File: config.mk
export PLATFORM = sky130hd
export DESIGN_NAME = qpwm_top
export DESIGN_NICKNAME = d
export VERILOG_FILES = /design/src/rtl/qpwm_pkg.sv /design/src/rtl/qpwm_regfile.sv /design/src/rtl/qpwm_prescaler.sv /design/src/rtl/qpwm_channel.sv /design/src/rtl/qpwm_top.sv
export SDC_FILE = /design/constraint.sdc
export NUM_CORES = 1
export LEC_CHECK = 0
export BUFFER_PORTS_ARGS = -buffer_cell sky130_fd_sc_hd__buf_2
export CAP_MARGIN = 10
export CORE_MARGIN = 1
export CORE_UTILIZATION = 25
export CTS_CLUSTER_DIAMETER = 40
export DETAILED_ROUTE_END_ITERATION = 7
export PLACE_DENSITY = 0.49
export SETUP_SLACK_MARGIN = 0.2
export SLEW_MARGIN = 0
export SYNTH_ARGS = -nofsm -noshare
export SYNTH_HDL_FRONTEND = slang
export SYNTH_SLANG_ARGS = --single-unit
export TNS_END_PERCENT = 20
File: constraint.sdc
create_clock -name clk -period 3.9 [get_ports clk]
set_clock_uncertainty 0.2 [all_clocks]
set_input_delay 0.975 -clock clk [delete_from_list [all_inputs] [get_ports clk]]
set_output_delay 0.975 -clock clk [all_outputs]
set_load 0.03 [all_outputs]
File: src/rtl/qpwm_pkg.sv
`timescale 1ns/1ps
package qpwm_pkg;

  // Step-clock ratio codes; bit 0 engages the first sub-divider, bit 1 the second
  typedef enum logic [1:0] {
    PSC_DIV1   = 2'd0,
    PSC_SUB_A  = 2'd1,
    PSC_SUB_B  = 2'd2,
    PSC_SUB_AB = 2'd3
  } psc_sel_e;

  localparam int PSC_W      = 2;
  localparam int CTRL_OFS   = 0;
  localparam int CFG_BASE   = 4;
  localparam int CFG_STRIDE = 4;
  localparam int PSC_LSB    = 4;
  localparam int DUTY_LSB   = 16;

endpackage

File: src/rtl/qpwm_regfile.sv
`timescale 1ns/1ps
module qpwm_regfile
  import qpwm_pkg::*;
#(
  parameter int NUM_CH = 4,
  parameter int TB_W   = 8,
  parameter int ADDR_W = 8,
  parameter int DATA_W = 32
) (
  input  logic                               clk,
  input  logic                               rst_n,
  input  logic                               bus_valid,
  input  logic                               bus_write,
  input  logic [ADDR_W-1:0]                  bus_addr,
  input  logic [DATA_W-1:0]                  bus_wdata,
  output logic [DATA_W-1:0]                  bus_rdata,
  output logic [NUM_CH-1:0]                  run_o,
  output logic [NUM_CH-1:0][PSC_W-1:0]       psc_o,
  output logic [NUM_CH-1:0][TB_W-1:0]        tb_o,
  output logic [NUM_CH-1:0][TB_W-1:0]        duty_o
);

  localparam logic [ADDR_W-1:0] CTRL_ADDR = ADDR_W'(CTRL_OFS);

  logic [NUM_CH-1:0]            run_q, run_d;
  logic [NUM_CH-1:0][PSC_W-1:0] psc_q, psc_d;
  logic [NUM_CH-1:0][TB_W-1:0]  tb_q, tb_d;
  logic [NUM_CH-1:0][TB_W-1:0]  du_q, du_d;
  logic [DATA_W-1:0]            rd_q, rd_d;
  logic                         wr_req, rd_req, ctrl_hit;
  logic                         cfg_en;
  logic [NUM_CH-1:0]            cfg_hit;

  always_comb begin
    wr_req   = bus_valid & bus_write;
    rd_req   = bus_valid & ~bus_write;
    ctrl_hit = (bus_addr == CTRL_ADDR);
    for (int c = 0; c < NUM_CH; c++) begin
      cfg_hit[c] = (bus_addr == ADDR_W'(CFG_BASE + CFG_STRIDE * c));
    end
    cfg_en = wr_req & (|cfg_hit);
  end

  // Next-state for the control word
  always_comb begin
    run_d = run_q;
    psc_d = psc_q;
    if (wr_req && ctrl_hit) begin
      for (int c = 0; c < NUM_CH; c++) begin
        run_d[c] = bus_wdata[c];
        psc_d[c] = bus_wdata[PSC_LSB + PSC_W * c +: PSC_W];
      end
    end
  end

  // Next-state for the channel setup words
  always_comb begin
    tb_d = tb_q;
    du_d = du_q;
    for (int c = 0; c < NUM_CH; c++) begin
      if (wr_req && cfg_hit[c]) begin
        tb_d[c] = bus_wdata[TB_W-1:0];
        du_d[c] = bus_wdata[DUTY_LSB +: TB_W];
      end
    end
  end

  // Read mux; unmapped offsets read as zero
  always_comb begin
    rd_d = '0;
    if (ctrl_hit) begin
      for (int c = 0; c < NUM_CH; c++) begin
        rd_d[c]                              = run_q[c];
        rd_d[PSC_LSB + PSC_W * c +: PSC_W]   = psc_q[c];
      end
    end
    for (int c = 0; c < NUM_CH; c++) begin
      if (cfg_hit[c]) begin
        rd_d[TB_W-1:0]         = tb_q[c];
        rd_d[DUTY_LSB +: TB_W] = du_q[c];
      end
    end
  end

  always_ff @(posedge clk or negedge rst_n) begin
    if (!rst_n) begin
      run_q <= '0;
      psc_q <= '0;
    end else if (wr_req && ctrl_hit) begin
      run_q <= run_d;
      psc_q <= psc_d;
    end
  end

  always_ff @(posedge clk or negedge rst_n) begin
    if (!rst_n) begin
      tb_q <= '0;
      du_q <= '0;
    end else if (cfg_en) begin
      tb_q <= tb_d;
      du_q <= du_d;
    end
  end

  always_ff @(posedge clk or negedge rst_n) begin
    if (!rst_n) begin
      rd_q <= '0;
    end else if (rd_req) begin
      rd_q <= rd_d;
    end
  end

  assign bus_rdata = rd_q;
  assign run_o     = run_q;
  assign psc_o     = psc_q;
  assign tb_o      = tb_q;
  assign duty_o    = du_q;

endmodule

File: src/rtl/qpwm_prescaler.sv
`timescale 1ns/1ps
module qpwm_prescaler
  import qpwm_pkg::*;
#(
  parameter int A_W = 3,
  parameter int B_W = 6
) (
  input  logic     clk,
  input  logic     rst_n,
  input  logic     clr_i,
  input  psc_sel_e sel_i,
  output logic     tick_o
);

  logic [A_W-1:0] a_q, a_d;
  logic [B_W-1:0] b_q, b_d;
  logic           use_a, use_b, a_in, b_in, a_wrap, b_wrap;

  always_comb begin
    use_a  = sel_i[0];
    use_b  = sel_i[1];
    a_in   = use_a & ~clr_i;
    a_wrap = a_in & (a_q == '1);
    b_in   = use_b & ~clr_i & (use_a ? a_wrap : 1'b1);
    b_wrap = b_in & (b_q == '1);
  end

  always_comb begin
    a_d = a_q;
    b_d = b_q;
    if (clr_i) begin
      a_d = '0;
      b_d = '0;
    end else begin
      if (a_in) a_d = a_q + A_W'(1);
      if (b_in) b_d = b_q + B_W'(1);
    end
  end

  always_comb begin
    case (sel_i)
      PSC_DIV1:  tick_o = ~clr_i;
      PSC_SUB_A: tick_o = a_wrap;
      default:   tick_o = b_wrap;
    endcase
  end

  always_ff @(posedge clk or negedge rst_n) begin
    if (!rst_n) begin
      a_q <= '0;
      b_q <= '0;
    end else begin
      a_q <= a_d;
      b_q <= b_d;
    end
  end

  AST_FIRST_TICK: assert property (@(posedge clk) disable iff (!rst_n)
    (!clr_i && $past(clr_i) && sel_i != PSC_DIV1) |-> !tick_o)
    else $error("divided step fired right after clear");

endmodule

File: src/rtl/qpwm_channel.sv
`timescale 1ns/1ps
module qpwm_channel #(
  parameter int TB_W = 8
) (
  input  logic            clk,
  input  logic            rst_n,
  input  logic            run_i,
  input  logic [TB_W-1:0] tb_i,
  input  logic [TB_W-1:0] duty_i,
  input  logic            tick_i,
  output logic            act_o,
  output logic            pwm_o
);

  logic            act_q, act_d;
  logic [TB_W-1:0] cnt_q, cnt_d;
  logic [TB_W-1:0] sh_tb_q, sh_tb_d;
  logic [TB_W-1:0] sh_du_q, sh_du_d;
  logic            last_step, wrap, load, cnt_en;

  always_comb begin
    act_d     = run_i & (tb_i != '0);
    last_step = (cnt_q == sh_tb_q - TB_W'(1));
    wrap      = act_q & tick_i & last_step;
    load      = ~act_q | wrap;
    cnt_en    = ~act_q | tick_i;
  end

  always_comb begin
    cnt_d   = cnt_q;
    sh_tb_d = sh_tb_q;
    sh_du_d = sh_du_q;
    if (!act_q || last_step) cnt_d = '0;
    else                     cnt_d = cnt_q + TB_W'(1);
    if (load) begin
      sh_tb_d = tb_i;
      sh_du_d = duty_i;
    end
  end

  always_ff @(posedge clk or negedge rst_n) begin
    if (!rst_n) act_q <= 1'b0;
    else        act_q <= act_d;
  end

  always_ff @(posedge clk or negedge rst_n) begin
    if (!rst_n)      cnt_q <= '0;
    else if (cnt_en) cnt_q <= cnt_d;
  end

  always_ff @(posedge clk or negedge rst_n) begin
    if (!rst_n) begin
      sh_tb_q <= '0;
      sh_du_q <= '0;
    end else if (load) begin
      sh_tb_q <= sh_tb_d;
      sh_du_q <= sh_du_d;
    end
  end

  assign act_o = act_q;
  assign pwm_o = act_q & (cnt_q < sh_du_q);

  AST_CNT_RANGE: assert property (@(posedge clk) disable iff (!rst_n)
    act_q |-> (cnt_q < sh_tb_q))
    else $error("step counter beyond working timebase");

  AST_SHADOW_HOLD: assert property (@(posedge clk) disable iff (!rst_n)
    (act_q && $past(act_q) && !$past(wrap)) |-> ($stable(sh_tb_q) && $stable(sh_du_q)))
    else $error("working copy changed inside a period");

  AST_IDLE_CLEAR: assert property (@(posedge clk) disable iff (!rst_n)
    (!act_q && $past(!act_q)) |-> (cnt_q == '0))
    else $error("idle channel counter not cleared");

endmodule

File: src/rtl/qpwm_top.sv
`timescale 1ns/1ps
module qpwm_top
  import qpwm_pkg::*;
#(
  parameter int NUM_CH = 4,
  parameter int TB_W   = 8,
  parameter int ADDR_W = 8,
  parameter int DATA_W = 32,
  parameter int SUBA_W = 3,
  parameter int SUBB_W = 6
) (
  input  logic              clk,
  input  logic              rst_n,
  input  logic              bus_valid,
  input  logic              bus_write,
  input  logic [ADDR_W-1:0] bus_addr,
  input  logic [DATA_W-1:0] bus_wdata,
  output logic [DATA_W-1:0] bus_rdata,
  output logic [NUM_CH-1:0] pwm_out
);

  logic [NUM_CH-1:0]            run;
  logic [NUM_CH-1:0][PSC_W-1:0] psc;
  logic [NUM_CH-1:0][TB_W-1:0]  tb;
  logic [NUM_CH-1:0][TB_W-1:0]  duty;
  logic [NUM_CH-1:0]            act;
  logic [NUM_CH-1:0]            tick;

  qpwm_regfile #(
    .NUM_CH (NUM_CH),
    .TB_W   (TB_W),
    .ADDR_W (ADDR_W),
    .DATA_W (DATA_W)
  ) u_regs (
    .clk       (clk),
    .rst_n     (rst_n),
    .bus_valid (bus_valid),
    .bus_write (bus_write),
    .bus_addr  (bus_addr),
    .bus_wdata (bus_wdata),
    .bus_rdata (bus_rdata),
    .run_o     (run),
    .psc_o     (psc),
    .tb_o      (tb),
    .duty_o    (duty)
  );

  for (genvar c = 0; c < NUM_CH; c++) begin : g_ch
    qpwm_prescaler #(
      .A_W (SUBA_W),
      .B_W (SUBB_W)
    ) u_psc (
      .clk    (clk),
      .rst_n  (rst_n),
      .clr_i  (~act[c]),
      .sel_i  (psc_sel_e'(psc[c])),
      .tick_o (tick[c])
    );

    qpwm_channel #(
      .TB_W (TB_W)
    ) u_chan (
      .clk    (clk),
      .rst_n  (rst_n),
      .run_i  (run[c]),
      .tb_i   (tb[c]),
      .duty_i (duty[c]),
      .tick_i (tick[c]),
      .act_o  (act[c]),
      .pwm_o  (pwm_out[c])
    );

    AST_OFF_LOW: assert property (@(posedge clk) disable iff (!rst_n)
      !run[c] |=> !pwm_out[c])
      else $error("stopped channel output not low");

    AST_TB_ZERO_LOW: assert property (@(posedge clk) disable iff (!rst_n)
      (tb[c] == '0) |=> !pwm_out[c])
      else $error("zero timebase channel output not low");
  end

endmodule

## Yosys cells after proc, flatten, opt, wreduce, memory -nomap -nowiden

Cells that the tools add are included.

| word-level totals | value |
|---|---|
| register bits after elaboration | 232 |
| word-level logic and storage cells | 202 |
| input port bits | 44 |

| cells by class | value |
|---|---|
| reduce and logical (&&, ||, !) cells | 27 |
| order comparisons | 4 |
| muxes and demuxes | 37 |
| bitwise gates (word level) | 52 |
| equality and inequality tests | 28 |
| add/sub/neg operators | 16 |

Operators by type and width:

| cell | number |
|---|---|
| $mux W8 | 12 |
| $mux W6 | 8 |
| $and A1 B1 Y1 | 39 |
| $add A8 B1 Y8 const B | 4 |
| $eq A8 B8 Y1 | 4 |
| $lt A8 B8 Y1 | 4 |
| $reduce_bool A8 Y1 | 4 |
| $sub A8 B1 Y8 const B | 4 |
| $add A6 B1 Y6 const B | 4 |
| $eq A6 B6 Y1 const B | 4 |
| $mux W3 | 8 |
| $eq A8 B4 Y1 const B | 2 |
| $ne A2 B2 Y1 const B | 8 |
| $add A3 B1 Y3 const B | 4 |
| $eq A3 B3 Y1 const B | 4 |
| $mux W12 | 1 |
| $eq A2 B1 Y1 const B | 4 |
| $eq A8 B3 Y1 const B | 1 |
| $eq A8 B5 Y1 const B | 1 |
| $logic_not A2 Y1 | 4 |
| $logic_not A8 Y1 | 1 |
| $or A1 B1 Y1 | 8 |
| $pmux W1 S2 | 4 |
| $reduce_and A2 Y1 | 4 |
| 6 further kinds | 23 |

## Logic depth before layout (Yosys ltp)

Gate-level depths: netlist of the first run.

| logic depth | value |
|---|---|
| depth after elaboration | 9 |
| gate-level depth with buffers | 9 |

## Cells and area by module

Synthesis of the first run repeated with hierarchy kept, for this count alone.

| unflattened totals | value |
|---|---|
| cells, all modules | 1,065 |
| area, all modules | 12,470.7 um2 |

By module, submodules not included:

| module | area each (um2) | cells an instance | sequential area each (um2) | instances |
|---|---|---|---|---|
| qpwm_channel | 1,546.5 | 136 | 625.6 | 4 |
| qpwm_regfile | 4,337.9 | 329 | 2,402.3 | 1 |
| qpwm_prescaler | 483.0 | 47 | 225.2 | 4 |
| qpwm_top | 15.0 | 4 | 0.0 | 1 |

## Worst setup path before layout of the first run

No wires, ideal clock.

| path | value |
|---|---|
| path kind | input port to flip-flop |
| from | input bus_addr[1] |
| to | register u_regs.du_q (netlist bit u_regs.duty_o[10]) |
| library setup time | 125 ps |
| data arrival time | 2,811 ps |
| setup slack | 765 ps |
| stages on the path | 6 |
| path through | or4_4 > nor3_4 > nand2_1 > nor3_2 > buf_4 > mux2_2 |

| on the way | value |
|---|---|
| longest elaborated chain between the ends | 4 |
| elaborated cells between the ends (all ways) | 8 |
| classes of those cells | eq/ne (4); bitwise (1); reduce/logical (3) |

RTL lines:

| what | RTL line | RTL |
|---|---|---|
| from (decl) | qpwm_top.sv:16 | `input logic [ADDR_W-1:0] bus_addr,` |
| $eq A8 B3 Y1, or another cell as far along | qpwm_regfile.sv:39 | `cfg_hit[c] = (bus_addr == ADDR_W'(CFG_BASE + CFG_STRIDE * c));` |
| $reduce_or A4 Y1 | qpwm_regfile.sv:41 | `cfg_en = wr_req & (\|cfg_hit);` |
| $and A1 B1 Y1 | qpwm_regfile.sv:41 |  |
| $reduce_and A2 Y1 (no source line) (*) | n/a |  |
| to (signal assigned) | qpwm_regfile.sv:101 | `du_q <= du_d;` |
| to (decl) | qpwm_regfile.sv:28 | `logic [NUM_CH-1:0][TB_W-1:0] du_q, du_d;` |

Mark *: on every way between the ends. The rest lies on a longest branch, timed or not.
A chain may end at the register's enable or synchronous reset.

## Final worst setup path of the first run

| path | value |
|---|---|
| from | register g_ch[1].u_chan.cnt_q[1] |
| to | output pwm_out[1] |

| on the way | value |
|---|---|
| longest elaborated chain between the ends | 2 |

RTL lines:

| what | RTL line | RTL |
|---|---|---|
| from (decl) | qpwm_channel.sv:16 | `logic [TB_W-1:0] cnt_q, cnt_d;` |
| from (signal assigned) | qpwm_channel.sv:48 | `else if (cnt_en) cnt_q <= cnt_d;` |
| $lt A8 B8 Y1 | qpwm_channel.sv:62 | `assign pwm_o = act_q & (cnt_q < sh_du_q);` |
| $and A1 B1 Y1 | qpwm_channel.sv:62 |  |
| to (decl) | qpwm_top.sv:19 | `output logic [NUM_CH-1:0] pwm_out` |

Every way passes these cells.

==> results of run 1 <==
path summary, 6_finish.rpt:
path / startpoint / end / slack [ns]
worst min register to register: u_regs.bus_rdata[1]$_DFFE_PN0P_ / u_regs.bus_rdata[1]$_DFFE_PN0P_ / 0.28
max in group asynchronous: rst_n / u_regs.bus_rdata[22]$_DFFE_PN0P_ / 2.46
worst max-delay path: g_ch[1].u_chan.cnt_q[1]$_DFFE_PN0P_ / pwm_out[1] / 0.29
worst min-delay path: rst_n / g_ch[1].u_chan.sh_du_q[2]$_DFFE_PN0P_ / 0.17
worst max register to register: g_ch[0].u_chan.sh_tb_q[0]$_DFFE_PN0P_ / g_ch[0].u_chan.sh_tb_q[5]$_DFFE_PN0P_ / 0.73
min in group clk: u_regs.bus_rdata[1]$_DFFE_PN0P_ / u_regs.bus_rdata[1]$_DFFE_PN0P_ / 0.28
Yosys cell counts (8+ instances only):
library cell  number
xnor2_1           52
a21boi_0           9
nand4_1           16
a31oi_1           10
nand2_1           70
a21o_1             8
buf_4             22
a21oi_1           16
dfrtp_1          232
clkbuf_1          27
mux2i_1           19
mux2_2           133
a221oi_1           8
ha_1              48
o21ai_0           36
nor3_1            21
nor2_1            43
nand2b_1          14
a211oi_1          16
and2_1            30
nor2b_1           18
xor2_1            23
inv_1             57
nor4_1            17
nand3_1           22
placed cells by master, fill, tap and decap left out, drive strengths merged, types with 13 or more instances in the layout:
cell type	synthesis	routed
inv	57	62
nor3	23	23
mux2i	19	19
nor2b	18	18
xor2	23	23
dfrtp	232	232
and2	32	32
a21oi	16	16
xnor2	52	52
nand3	23	23
nand2b	14	14
nand2	70	70
a211oi	16	16
mux2	138	138
clkbuf	27	63
buf	31	76
clkinv	0	13
ha	48	48
nor4	17	17
o21ai	39	39
nand4	17	17
nor2	43	43
through the flow:
stage                     hold slack, ns  setup slack, ns  total power [mW]
after floorplan                    0.279            0.765              2.71
after global routing               0.215            0.156              7.34
after detailed placement           0.273            0.489              2.85
after CTS                          0.203            0.163              7.18
final                              0.174            0.293              7.07
after global placement             0.268            0.515              2.84
cell type report:
cell class	instances	area (um2)	area share (%)
clock buffer	63	1400	9.51
inverter	57	214	1.45
timing repair buffer	76	463	3.14
multi-input combinational	739	5770	39.1
sequential	232	5810	39.4
tap	615	769	5.22
clock inverter	26	308	2.09
power groups by stage:
stage / Clock, mW / Combinational [mW] / Sequential (mW)
6_report: 4.26 / 0.301 / 2.50
5_1_grt: 4.49 / 0.339 / 2.51
4_1_cts: 4.37 / 0.307 / 2.50
3_5_place_dp: 0 / 0.305 / 2.54
3_3_place_gp: 0 / 0.300 / 2.54
2_1_floorplan: 0 / 0.190 / 2.52
layer usage:
metal	vias to the layer above	global-route usage (%)	wire length, um
li1	3992	-	-
met1	4192	17.1	14300
met2	165	20.2	14200
met3	57	3.32	1630
met4	6	4.37	760
met5	-	0	34
flip-flops by register name, indices dropped and copies added, names as in the netlist:
| register | flops |
|---|---|
| g_ch.u_chan.cnt_q | 32 |
| g_ch.u_chan.sh_du_q | 32 |
| g_ch.u_chan.sh_tb_q | 32 |
| u_regs.duty_o | 32 |
| u_regs.tb_o | 32 |
| g_ch.u_psc.b_q | 24 |
| u_regs.bus_rdata | 20 |
| g_ch.u_psc.a_q | 12 |
| u_regs.psc_o | 8 |
| g_ch.u_chan.act_o | 4 |
| u_regs.run_o | 4 |
logic make-up after synthesis:
family	synth area share (%)
and+or+nand+nor	12.8
xor gates and xnor gates	5.46
AOI/OAI and AO/OA	8.96
DFF	48.2
buffers and inverters	4.40
muxes	15.2
adders and majority gates	4.99
other	0.0311
what timing repair did:
item,in CTS,in global routing
buffers inserted,0,0
hold buffers,0,0
hold endpoints to repair,0,0
gates resized for setup,2,6
setup endpoints to repair,3,4
pin swaps,0,2
worst max-delay path: cells and delay by family, from the launching register on:
kind                       cells  cell delay (ns)
AOI/OAI and AO/OA              5             0.90
DFF                            1             0.47
adders and majority gates      1             0.31
buffers and inverters          1             0.20
==> key figures, run 1 <==
Critical path
  – Cell mode on critical path: a21o_1
  – Worst stage delay on the critical path: 0.47 ns
  – CP startpoint kind: register
  – Critical path data required time: 2.72 ns
  – Crit path kind: reg -> out
  – Critical Path AT: 2.43 ns
  – CP Max Fanout: 7
  – Critical path, cell by cell: ha_1 -> a21o_1 -> a21o_1 -> a211oi_1 -> o21bai_1 -> a31oi_2 -> buf_4
  – Cell count of the worst reg-to-reg path: 7
  – Slowest CP cell: dfrtp_1
  – Worst Setup End Kind: primary output

Power
  – Internal: 5.43 mW
  – Share of power burned in registers: 35.4%
  – Leak: 6.69 nW
  – Worst vdd ir: 284 uV
  – Clock share of power: 60.3%
  – Combinational power share: 4.3%
  – Sw Share: 23.1%
  – Sw power: 1.63 mW
  – PwrDens: 480 mW/mm2

Floorplan
  – Area of the core: 0.0476 mm2
  – Die footprint: 0.0490 mm2
  – Die width: 221 um
  – FP Rows: 80
  – Total I/O pin count: 80
  – Initial Util: 25.3%
  – Die H: 221 um

Yosys
  – Prevailing post-synth register cell: dfrtp_1
  – Synth Warn #: 0
  – Mapped Cells: 1075
  – Syn avg cell area: 11.2 um2
  – FF+latch count, synth: 232
  – Post-synth ARST share: 100%
  – Post-Syn Area: 0.0120 mm2
  – Synth top area share: 48.2%
  – Post-synth cell types: 70
  – Area leader, netlist: dfrtp_1
  – Post-synth EDFFs: 0
  – Sequential share of the synthesized area: 48.2%
  – Largest cells by area after synthesis: dfrtp_1, mux2_2, ha_1

Place
  – Dpl cells: 1719
  – Placed Area: 0.0130 mm2
  – RD Place Congestion: 0.793
  – HPWL after DPL: 22000 um
  – I/O Buffers: 55

Worst hold path
  – Hold/Removal Path Class: in -> async

Detailed routing
  – Vias/cell: 4.65
  – 1st-pass router iterations: 6
  – 1st-iter DRT viols: 446
  – Via Count: 8412
  – Routed Antenna Nets: 0
  – Post-Route WL: 30900 um
  – DRC Markers: 0
  – Drt wl/cell: 17.1 um

Final layout
  – Layout cell share with drive strength beyond 1: 26.7%
  – Filler cells: 4933
  – Fin area: 0.0147 mm2
  – Final cell count without fillers: 1808
  – Final net count: 1247
  – Diode count: 0
  – Area grow syn2layout: 22.3%
  – Utilization after layout: 30.9%

Global routing
  – Initial antenna violation count: 3
  – Vias in the first global route: 8543
  – First-pass GRT wire length: 49700 um
  – GRT overflow: 0
  – GRT Resource Usage Total: 12.9%
  – Largest net degree at the start of global routing: 75

Run
  – Total of max-cap violations: 0

Clocking
  – Total CTS buffers: 49
  – Clk root buf: clkbuf_16
  – Clock sink total: 232
  – CTS Buffer Depth: 3
  – Reg clk slew, reported paths: 0.05 ns
  – H-tree lvl count: 2
  – Skew-Pair Late Insertion Delay: 0.57 ns
  – CTS tree: built

STA
  – Fmax: 277 MHz
  – Final Critical Period: 3.61 ns
  – Slew Viols, Final: 0
  – Final setup viols: 0
  – Sum of negative setup slack: 0 ns
  – Slew HR: 35.2%
  – Fin. Hold Viols: 0
  – Tcrit/Tclk final: 92.5%
  – RSZ-0062 raised after global routing: yes
  – Worst slew pin tran: 0.971 ns

Outcome
  – Outcome: finished, final reports clean
Note: power is estimated with default switching activity, not from simulation.
==> inputs of run 2 (changes only) <==
==> constraint.sdc (replaced) <==
create_clock -name clk -period 3.4 [get_ports clk]
set_clock_uncertainty 0.2 [all_clocks]
set_input_delay 0.85 -clock clk [delete_from_list [all_inputs] [get_ports clk]]
set_output_delay 0.85 -clock clk [all_outputs]
set_load 0.03 [all_outputs]
==> run 2 against run 1 <==
Compared with the run above: die area is the same; sequential power grew 15%; sequential cell count is the same; cell count is the same; via count shrank 0.95%; first-iteration DRC count grew 11%; design area is the same; register-to-register slack lost 0.33 ns; critical endpoint is now pwm_out[2].
==> key figures, run 2 (synthesis results as in run 1) <==
Detailed routing
  – Drt wl/cell: 16.9 um (-1.0%)
  – 1st-pass router iterations: 5 (-1)
  – Post-Route WL: 30600 um (-1.0%)
  – Vias/cell: 4.61 (-0.95%)
  – 1st-iter DRT viols: 495 (+11%)
  – Via Count: 8332 (-0.95%)
  – Routed Antenna Nets: 0 (unchanged)
  – DRC Markers: 0 (unchanged)

Power
  – Worst vdd ir: 332 uV (+17%)
  – Power after layout: 7.73 mW (+9.4%)
  – Sw Share: 23.6% (+0.47 points)
  – Share of power burned in registers: 37.1% (+1.7 points)
  – Internal: 5.91 mW (+8.7%)
  – Clock share of power: 58.4% (-1.9 points)
  – Combinational power share: 4.5% (+0.2 points)
  – Leak: 6.68 nW (-0.20%)
  – Sw power: 1.82 mW (+12%)
  – PwrDens: 525 mW/mm2 (+9.4%)

Run
  – Total of max-cap violations: 0 (unchanged)

Final layout
  – Diode count: 0 (unchanged)
  – Most common cell after layout, fill and taps aside: dfrtp_1
  – Area grow syn2layout: 22.3% (unchanged)
  – Utilization after layout: 30.9% (unchanged)
  – Commonest non-fill, non-tap cells in the layout: dfrtp_1, mux2_2, nand2_1
  – Layout cell share with drive strength beyond 1: 27.6% (+0.92 points)
  – Final net count: 1252 (+0.40%)

STA
  – Worst slew pin tran: 0.572 ns (-0.399 ns)
  – Slew HR: 61.6% (+26 points)
  – Slew Viols, Final: 0 (unchanged)
  – Final Critical Period: 3.28 ns
  – Fmax: 305 MHz
  – Fin. Hold Viols: 0 (unchanged)
  – Tcrit/Tclk final: 96.3%
  – Final setup viols: 0 (unchanged)
  – Sum of negative setup slack: 0 ns (unchanged)
  – Setup ws final: 0.125 ns (-0.169 ns)
  – RSZ-0062 raised after global routing: yes

Global routing
  – GRT overflow: 0 (unchanged)
  – GRT Resource Usage Total: 12.9% (about the same)
  – Vias in the first global route: 8569 (+0.30%)
  – GRT met1 Usage: 17.3% (+0.12 points)
  – First-pass GRT wire length: 49800 um (+0.22%)
  – Met2 usage: 20.4% (+0.19 points)
  – GR Util met3: 2.95% (-0.37 points)
  – Largest net degree at the start of global routing: 68 (-9.3%)
  – GRT busiest layer: met2
  – Initial antenna violation count: 3 (unchanged)

Clocking
  – Clock sink total: 232 (unchanged)
  – Clk root buf: clkbuf_16
  – Reg clk slew, reported paths: 0.05 ns (about the same)
  – Total CTS buffers: 42 (-14%)
  – CTS Buffer Depth: 3 (unchanged)
  – Hold_buf cts: 0 (unchanged)
  – Skew-Pair Late Insertion Delay: 0.56 ns (about the same)
  – CTS tree: built
  – H-tree lvl count: 2 (unchanged)

Critical path
  – Worst stage delay on the critical path: 0.40 ns (-0.07 ns)
  – R2R setup slack: 0.40 ns (-0.33 ns)
  – Crit path kind: reg -> out
  – Worst Setup End Kind: primary output
  – CP Max Fanout: 2 (-5)
  – Crit-path leading delay family: compound AO/OA/AOI/OAI gates
  – CP startpoint kind: register
  – Cell count of the worst reg-to-reg path: 8 (+1)
  – Critical path data required time: 2.35 ns (-0.37 ns)
  – Reg-to-reg endpoint: g_ch[0].u_chan.sh_tb_q[3]$_DFFE_PN0P_
  – WP buf/inv: 1 (unchanged)
  – Critical Path AT: 2.23 ns (-0.20 ns)
  – Slowest CP cell: dfrtp_1
  – Cell mode on critical path: a21o_1
  – R2r startpoint: g_ch[0].u_chan.sh_tb_q[0]$_DFFE_PN0P_
  – Critical path, cell by cell: ha_1 -> a21o_1 -> a21o_1 -> a211oi_2 -> o21bai_1 -> a31oi_2 -> buf_6

Place
  – HPWL after DPL: 22100 um (+0.42%)
  – I/O Buffers: 55 (unchanged)
  – Placement Setup Slack: 0.330 ns (-0.158 ns)
  – RD Place Congestion: 0.782 (-1.4%)

Worst hold path
  – Hold/Removal Path Class: in -> async

Floorplan
  – Die footprint: 0.0490 mm2 (unchanged)
  – Area of the core: 0.0476 mm2 (unchanged)
  – Die width: 221 um (unchanged)
  – Total I/O pin count: 80 (unchanged)
  – Initial Util: 25.3% (unchanged)
  – FP Rows: 80 (unchanged)
  – Die H: 221 um (unchanged)

Outcome
  – Outcome: finished, final reports clean
run 2: what timing repair did:
action / in CTS / in global routing
gates resized for setup: 14 / 5
pin swaps: 15 / 2
setup endpoints to repair: 4 / 12
setup buffers: 2 / 0
endpoints found under the hold margin: 0 / 0
run 2: metrics by stage:
step           instance area [um2]  cells  hold slack, ns
6_report                     14700   1808          0.0636
5_1_grt                      14700   1808          0.0988
4_1_cts                      14700   1808          0.0652
3_5_place_dp                 13100   1729           0.272
3_3_place_gp                 13100   1729           0.268
2_1_floorplan                12100   1086           0.279
run 2: worst register-to-register path, delay by kind of cell (launching register included):
family                     cells  cell delay (ns)
AOI/OAI and AO/OA              3             0.82
adders and majority gates      1             0.18
buffers and inverters          2             0.39
DFF                            1             0.44
muxes                          1             0.37
and+or+nand+nor                1             0.50
run 2: area by class of cell:
| class | count | area, um2 |
|---|---|---|
| Sequential cell | 232 | 5810 |
| Timing Repair Buffer | 88 | 613 |
| Inverter | 57 | 214 |
| Multi-Input combinational cell | 739 | 5790 |
| Clock buffer | 46 | 1090 |
| Fill cell | 4893 | 32900 |
| Tap cell | 615 | 769 |
| Clock inverter | 31 | 443 |
run 2: power groups by stage:
stage	Combinational [mW]	Sequential [mW]	Clock [mW]
floorplan	0.218	2.89	0
global placement	0.348	2.91	0
detailed placement	0.353	2.91	0
CTS	0.359	2.87	4.63
global route	0.395	2.87	4.76
finish	0.352	2.87	4.51
run 2: per-layer routing:
| layer | up-vias | routed length [um] |
|---|---|---|
| li1 | 3983 | - |
| met1 | 4127 | 14100 |
| met2 | 153 | 14100 |
| met3 | 63 | 1460 |
| met4 | 6 | 789 |
| met5 | - | 39 |
run 2: how the worst max path moves through the flow:
| stage | startpoint | to | slack (ns) | cells after the start |
|---|---|---|---|---|
| after floorplan | bus_addr[1] | u_regs.duty_o[10]$_DFFE_PN0P_ | 0.39 | 6 |
| after global placement | bus_addr[1] | u_regs.duty_o[20]$_DFFE_PN0P_ | 0.35 | 7 |
| after detailed placement | bus_addr[1] | u_regs.duty_o[18]$_DFFE_PN0P_ | 0.33 | 7 |
| after CTS | g_ch[2].u_chan.cnt_q[1]$_DFFE_PN0P_ | pwm_out[2] | 0.07 | 7 |
| after global routing | g_ch[1].u_chan.sh_du_q[1]$_DFFE_PN0P_ | pwm_out[1] | -0.03 | 8 |
| final | g_ch[2].u_chan.cnt_q[1]$_DFFE_PN0P_ | pwm_out[2] | 0.12 | 7 |
